<file path="src/rtl/uart_tx_pkg.sv">
package uart_tx_pkg;
  // Strobes from the sequencer to the datapath
  typedef struct packed {
    logic load;     // move the holding word into the shifter
    logic bitTick;  // advance the shifter by one bit
  } txStrobeT;
endpackage

</file>
<file path="src/rtl/uart_tx_ctrl.sv">
module uart_tx_ctrl
  import uart_tx_pkg::*;
#(
  parameter int FRAME_W = 10,
  parameter int DIV_W   = 16
) (
  input  logic             clk,
  input  logic             rstN,
  input  logic [DIV_W-1:0] baudDiv,
  input  logic             dataWrEn,
  output txStrobeT         strobe,
  output logic             bufEmpty,
  output logic             shiftEmpty,
  output logic             bufEmptyIrq
);
  localparam int CNT_W = $clog2(FRAME_W);
  localparam logic [CNT_W-1:0] LAST_BIT = CNT_W'(FRAME_W - 1);

  logic             busy;
  logic             holdFull;
  logic [DIV_W-1:0] baudCnt;
  logic [CNT_W-1:0] bitCnt;
  logic             tickNow;
  logic             lastNow;
  logic             loadNow;

  always_comb begin
    tickNow = busy && (baudCnt >= baudDiv);
    lastNow = tickNow && (bitCnt == LAST_BIT);
    // a waiting word enters as soon as the shifter is free or finishing
    loadNow = holdFull && (!busy || lastNow);
    strobe.load    = loadNow;
    strobe.bitTick = tickNow;
  end

  always_ff @(posedge clk or negedge rstN) begin
    if (!rstN) begin
      busy        <= 1'b0;
      holdFull    <= 1'b0;
      baudCnt     <= '0;
      bitCnt      <= '0;
      bufEmptyIrq <= 1'b0;
    end else begin
      if (loadNow)      busy <= 1'b1;
      else if (lastNow) busy <= 1'b0;

      if (loadNow || tickNow) baudCnt <= '0;
      else if (busy)          baudCnt <= baudCnt + 1'b1;

      if (loadNow)      bitCnt <= '0;
      else if (tickNow) bitCnt <= bitCnt + 1'b1;

      if (dataWrEn)     holdFull <= 1'b1;
      else if (loadNow) holdFull <= 1'b0;

      bufEmptyIrq <= loadNow && !dataWrEn;
    end
  end

  assign bufEmpty   = !holdFull;
  assign shiftEmpty = !busy && !holdFull;
endmodule

</file>
<file path="src/rtl/uart_tx_dp.sv">
module uart_tx_dp
  import uart_tx_pkg::*;
#(
  parameter int DATA_W  = 8,
  parameter int CTRL_W  = 16,
  parameter int BRK_BIT = 11
) (
  input  logic              clk,
  input  logic              rstN,
  input  txStrobeT          strobe,
  input  logic              dataWrEn,
  input  logic [DATA_W:0]   dataWrWord,
  input  logic              ctrlWrEn,
  input  logic [CTRL_W-1:0] ctrlWrWord,
  output logic              txOut,
  output logic [CTRL_W-2:0] ctrlBits
);
  localparam int WORD_W  = DATA_W + 1;
  localparam int FRAME_W = WORD_W + 1;

  logic [WORD_W-1:0]  holdReg;
  logic [FRAME_W-1:0] shiftReg;
  logic [CTRL_W-2:0]  ctrlReg;

  always_ff @(posedge clk or negedge rstN) begin
    if (!rstN) begin
      holdReg  <= '0;
      shiftReg <= '1;
    end else begin
      if (dataWrEn) holdReg <= dataWrWord;
      if (strobe.load)
        shiftReg <= {holdReg, 1'b0};
      else if (strobe.bitTick)
        shiftReg <= {1'b1, shiftReg[FRAME_W-1:1]};
    end
  end

  // each control bit follows the set/clear selector when its mask bit is 1
  for (genvar b = 0; b < CTRL_W - 1; b++) begin : g_ctrl
    always_ff @(posedge clk or negedge rstN) begin
      if (!rstN)
        ctrlReg[b] <= 1'b0;
      else if (ctrlWrEn && ctrlWrWord[b])
        ctrlReg[b] <= ctrlWrWord[CTRL_W-1];
    end
  end

  assign ctrlBits = ctrlReg;
  assign txOut    = shiftReg[0] && !ctrlReg[BRK_BIT];
endmodule

</file>
<file path="src/rtl/uart_tx_buffered.sv">
module uart_tx_buffered
  import uart_tx_pkg::*;
#(
  parameter int DATA_W  = 8,
  parameter int DIV_W   = 16,
  parameter int CTRL_W  = 16,
  parameter int BRK_BIT = 11
) (
  input  logic              clk,
  input  logic              rstN,
  input  logic [DIV_W-1:0]  baudDiv,
  input  logic              dataWrEn,
  input  logic [DATA_W:0]   dataWrWord,
  input  logic              ctrlWrEn,
  input  logic [CTRL_W-1:0] ctrlWrWord,
  output logic              txOut,
  output logic              bufEmpty,
  output logic              shiftEmpty,
  output logic              bufEmptyIrq,
  output logic [CTRL_W-2:0] ctrlBits
);
  localparam int FRAME_W = DATA_W + 2;

  txStrobeT strobe;

  uart_tx_ctrl #(.FRAME_W(FRAME_W), .DIV_W(DIV_W)) uCtrl (
    .clk(clk), .rstN(rstN), .baudDiv(baudDiv), .dataWrEn(dataWrEn),
    .strobe(strobe), .bufEmpty(bufEmpty), .shiftEmpty(shiftEmpty),
    .bufEmptyIrq(bufEmptyIrq)
  );

  uart_tx_dp #(.DATA_W(DATA_W), .CTRL_W(CTRL_W), .BRK_BIT(BRK_BIT)) uDp (
    .clk(clk), .rstN(rstN), .strobe(strobe), .dataWrEn(dataWrEn),
    .dataWrWord(dataWrWord), .ctrlWrEn(ctrlWrEn), .ctrlWrWord(ctrlWrWord),
    .txOut(txOut), .ctrlBits(ctrlBits)
  );
endmodule

</file>
<file path="config.mk">
export PLATFORM = sky130hd
export DESIGN_NAME = uart_tx_buffered
export DESIGN_NICKNAME = d
export VERILOG_FILES = /design/src/rtl/uart_tx_pkg.sv /design/src/rtl/uart_tx_ctrl.sv /design/src/rtl/uart_tx_dp.sv /design/src/rtl/uart_tx_buffered.sv
export SDC_FILE = /design/constraint.sdc
export NUM_CORES = 1
export LEC_CHECK = 0
export BUFFER_PORTS_ARGS = -buffer_cell sky130_fd_sc_hd__buf_4
export CAP_MARGIN = 10
export CORE_ASPECT_RATIO = 1.4
export CORE_MARGIN = 2
export CORE_UTILIZATION = 59
export DETAILED_ROUTE_END_ITERATION = 8
export PLACE_DENSITY = 0.84
export SYNTH_ARGS = -nofsm -noshare
export SYNTH_HDL_FRONTEND = slang
export SYNTH_SLANG_ARGS = --single-unit
</file>
<file path="constraint.sdc">
create_clock -name clk -period 3.8 [get_ports clk]
set_input_delay 0 -clock clk [delete_from_list [all_inputs] [get_ports clk]]
set_output_delay 0 -clock clk [all_outputs]
set_load 0.02 [all_outputs]
</file>
# Word level (Yosys, flattened, before mapping)
# Index checks and enable logic that the tools add are counted.
[totals]
reg_bits = 57
latch_bits = 0
ram_bits = 0
rom_bits = 0
input_bits = 45
wordCells = 67
mem_count = 0
[classes]
n_addsub = 2
n_mul = 0
div = 0
n_lt_le_gt_ge = 1
eq_ne = 1
n_shift = 0
n_mux = 10
bitwise_logic = 0
reduce_logical = 31
[op_table]
columns = ["op", "n"]
rows = [
  ["$mux W16", 2],
  ["$logic_and A1 B1 Y1", 21],
  ["$mux W10", 2],
  ["$add A16 B1 Y16 const B", 1],
  ["$ge A16 B16 Y1", 1],
  ["$mux W4", 2],
  ["$reduce_bool A2 Y1", 4],
  ["$add A4 B1 Y4 const B", 1],
  ["$eq A4 B4 Y1 const B", 1],
  ["$logic_not A1 Y1", 4],
  ["$mux W1", 4],
  ["$logic_or A1 B1 Y1", 2],
]

# Longest topological paths before layout
[depth]
ltp_word = 7
ltp_mapped = 9
ltp_nobuf = 7

# By module
# A second synthesis with hierarchy kept.
[hier_totals]
cells_unflattened = 302
hier_area_um2 = 3129.3
[modules_own_cells]
columns = ["mod", "n_inst", "cells_per_inst", "area_per_inst_um2", "seq_area_each_um2"]
rows = [
  ["uart_tx_ctrl", 1, 193, 1680.4, 575.6],
  ["uart_tx_dp", 1, 109, 1448.9, 863.3],
]

# Worst setup path before layout
# OpenSTA, ideal clock, no wires.
[synth_timing]
path_kind = "reg2reg"
start = "reg uCtrl.baudCnt[0]"
end = "reg uCtrl.bitCnt[0]"
t_arrival_ns = 1.990
slack_ns = 1.685
path_stages_with_launch = 9
path_buffers = 1
synth_period_minus_slack_ns = 2.115
cell_sequence = "dfrtp_1 > inv_1 > ha_1 > nand2b_4 > a2111o_1 > a31oi_4 > a21oi_2 > buf_6 > mux2_4"
[synth_via]
elab_chain_cells = 6
elab_cells_between_ends = 7
classes_between = "order compare (1); mux (1); reduce/logical (5)"
[synth_rtl]
columns = ["item", "line_no", "text"]
rows = [
  ["start: declaration", "uart_tx_ctrl.sv:21", "logic [DIV_W-1:0] baudCnt;"],
  ["start signal: assignment", "uart_tx_ctrl.sv:48", "else if (busy) baudCnt <= baudCnt + 1'b1;"],
  ["$ge A16 B16 Y1 *", "uart_tx_ctrl.sv:28", "tickNow = busy && (baudCnt >= baudDiv);"],
  ["$logic_and A1 B1 Y1 *", "uart_tx_ctrl.sv:28", ""],
  ["$logic_and A1 B1 Y1", "uart_tx_ctrl.sv:29", "lastNow = tickNow && (bitCnt == LAST_BIT);"],
  ["$logic_or A1 B1 Y1", "uart_tx_ctrl.sv:31", "loadNow = holdFull && (!busy || lastNow);"],
  ["$logic_and A1 B1 Y1", "uart_tx_ctrl.sv:31", ""],
  ["$mux W4 / $reduce_bool A2 Y1 (equally long branches)", "--", ""],
  ["end signal: assignment", "uart_tx_ctrl.sv:51", "else if (tickNow) bitCnt <= bitCnt + 1'b1;"],
  ["end: declaration", "uart_tx_ctrl.sv:22", "logic [CNT_W-1:0] bitCnt;"],
]
# Mark *: on every way between the ends. The rest lies on a longest branch, timed or not.
# A chain may end at the register's enable or synchronous reset.

# Worst setup path in the final report
# Same ends and word-level chain as after synthesis.

==> impl_metrics.tcl <==
set metrics [dict create \
    yosysWarnings 0 \
    initial_core_util 0.611 \
    yosysSeqAreaShare 0.453 \
    dp.cells 405 \
    power_switching_uw 526 \
    tightestPinTransition_ns 0.761 \
    vias 2524 \
    cts.sinks 57 \
    htreeDepth 3 \
    grt_usage 0.255 \
    end_kind "flip-flop" \
    place_area_um2 3670 \
    grt_pass1_vias 2599 \
    path_class "flip-flop to flip-flop" \
    cts_tree "built" \
    synth.avg_cell_area_um2 11.1 \
    critPathLaunchType "flip-flop" \
    intPower_mw 1.28 \
    drive_gt1_frac 0.383 \
    path_clk_slew_ns 0.07 \
    synth.area.top_cells "dfrtp_1 (37%), mux2_2 (12%), dfstp_2 (8.3%), ha_1 (7.5%), mux2_4 (3.3%)" \
    hpwl_um 4680 \
    fmax_mhz 362 \
    swShare 0.291 \
    drcViolationCount 0 \
    drtIter0Drc 194 \
    wirelength_um 6990 \
    area_growth_pct 26.5 \
    power_frac_seq 0.443 \
    timing.final.crit_share 0.727 \
    postCtsSetupRepairBufs 0 \
    overflow 0 \
    ctsResizeCount 0 \
    hold_violations 0 \
    status "finished, final reports clean" \
    core_area_um2 5200 \
    nFillCells 359 \
    gp_congestion 0.884 \
    grt_max_degree 58 \
    die-width_um 66.0 \
    row_count 31 \
    synth_cells 286 \
    setup_violations 0 \
    grt_pass1_wl_um 11800 \
    synth.top_cell.area_share 0.371 \
    min_period_ns 2.76 \
    drv_cap 0 \
    synth_edf_count 0 \
    die_y_um 90.8 \
    pwr-share-clk 0.332 \
    antenna_found_initial 0 \
    required_ns 4.01 \
    hp-class "input port to flip-flop" \
    postLayoutCoreUtil 0.773 \
    fin_area_um2 4020 \
    power-per-cell-area_nw_per_um2 450 \
    slew_violations 0 \
    holdBufCountCts 13 \
    synth_area_um2 3170 \
    synth_seq_cells 57 \
    layout.cells.non_filler 434 \
    synth_top_area_cell "dfrtp_1" \
    rsz0062_at_grt "no" \
    die_area_um2 5990 \
    path_max_fanout 21 \
    yosysMostFrequentCell "dfrtp_1" \
    antenna_cells 0 \
    wl_per_cell_um 16.1 \
    insertion_delay_ns 0.33 \
    final.setup_skew_ns 0.0110 \
    num-nets-final 427 \
    io_pins 64 \
    worstPathArrival_ns 2.97 \
    peakVddDrop_mv 0.336 \
    final.setup.tns_ns 0 \
    synth_ff_type "dfrtp_1" \
    postRouteAntennaNets 0 \
    comb_power_share 0.225 \
    ys_top_cells_by_count "dfrtp_1 (47), mux2_2 (34), nand2_1 (27)" \
    cts.path.max_buffers 2 \
    routed_via_density 5.82 \
    p_leak_nw 1.86 \
    cts_root_buf "clkbuf_8" \
    firstDrtPassIters 5 \
    io_buffers 63 \
    synth_async_sr_flop_share 1.00 \
    cts_buffers 9 \
    max_slew_margin 0.493 \
    synth.distinct_cells 48 \
    syn-num-nets 350 \
]
-- final cells by class --
type	instances	area, um2	area share
Timing Repair Buffer	77	611	0.152
Clock inverter	2	35.0	0.00872
Tap cell	66	82.6	0.0206
Clock buffer	14	183	0.0455
Sequential cell	57	1440	0.358
Multi-Input combinational cell	197	1590	0.395
Inverter	21	78.8	0.0196
-- stage by stage --
stage / hold slack [ns] / total power [mW] / setup slack (ns)
finish: 0.00590 / 1.81 / 1.04
CTS: 0.00118 / 1.82 / 1.07
detailed placement: 0.0983 / 1.20 / 1.10
global route: 0.00370 / 1.90 / 0.898
global placement: 0.0926 / 1.17 / 1.13
floorplan: -0.296 / 1.03 / 1.69
-- flip-flops by register name (all words and copies together) (netlist names) --
name / count
uDp.holdReg: 9
uCtrl.baudCnt: 16
uDp.ctrlBits: 15
uCtrl.busy: 1
uDp.shiftReg: 10
uCtrl.holdFull: 1
uCtrl.bitCnt: 4
uCtrl.bufEmptyIrq: 1
-- power groups by stage --
stage	registers, mW	logic [mW]	clock network (mW)
detailed placement	0.808	0.392	0
floorplan	0.812	0.223	0
global placement	0.802	0.372	0
global route	0.816	0.446	0.642
finish	0.801	0.407	0.600
CTS	0.799	0.409	0.608
-- worst max-delay path: stages, from the launching register on --
cell,delay (ns)
dfrtp_1,0.40
inv_1,0.06
ha_1,0.26
nand2b_4,0.14
a2111o_1,0.48
a31oi_4,0.58
a21oi_2,0.35
mux2_4,0.37
-- routing by layer --
metal	global-route usage	routed length, um
met1	0.320	2690
met2	0.420	3760
met3	0.0474	325
met4	0.117	217
met5	0	0
-- cells in the final DEF (no fill, tap or decap), drive strengths merged, types with 2 or more instances in the layout --
cell type,instances
dfstp,10
a22o,6
mux2i,7
nand3b,4
nor2,9
nand2b,2
clkinv,2
nand4,7
mux2,41
a21oi,7
o21ai,9
a31o,3
dlygate4sd3,13
nand3,16
nand2,28
buf,64
ha,19
o22ai,2
and3,3
clkbuf,14
a31oi,10
nor3,5
dfrtp,47
and2,2
and4,3
inv,20
-- cell families after synthesis --
group | share of synthesized area
compound gates | 0.110
xor+xnor | 0.00276
fa+ha+maj | 0.0749
buf+inv | 0.0465
flops | 0.453
mux | 0.176
simple gates | 0.136
-- final timing paths --
check | startpoint | endpoint | slack (ns) | cells past startpoint
max in group asynchronous | rstN | uDp.holdReg[0]$_DFFE_PN0P_ | 3.05 | 2
min | ctrlWrWord[8] | uDp.ctrlBits[8]$_DFFE_PN0P_ | 0.006 | 3
min in group asynchronous | rstN | uDp.ctrlBits[5]$_DFFE_PN0P_ | 0.26 | 2
min reg2reg | uCtrl.baudCnt[13]$_DFFE_PN0P_ | uCtrl.baudCnt[13]$_DFFE_PN0P_ | 0.50 | 1
max reg2reg | uCtrl.baudCnt[0]$_DFFE_PN0P_ | uCtrl.bitCnt[0]$_DFFE_PN0N_ | 1.04 | 7
max | uCtrl.baudCnt[0]$_DFFE_PN0P_ | uCtrl.bitCnt[0]$_DFFE_PN0N_ | 1.04 | 7
No activity file was read; power rests on OpenSTA's default activity.
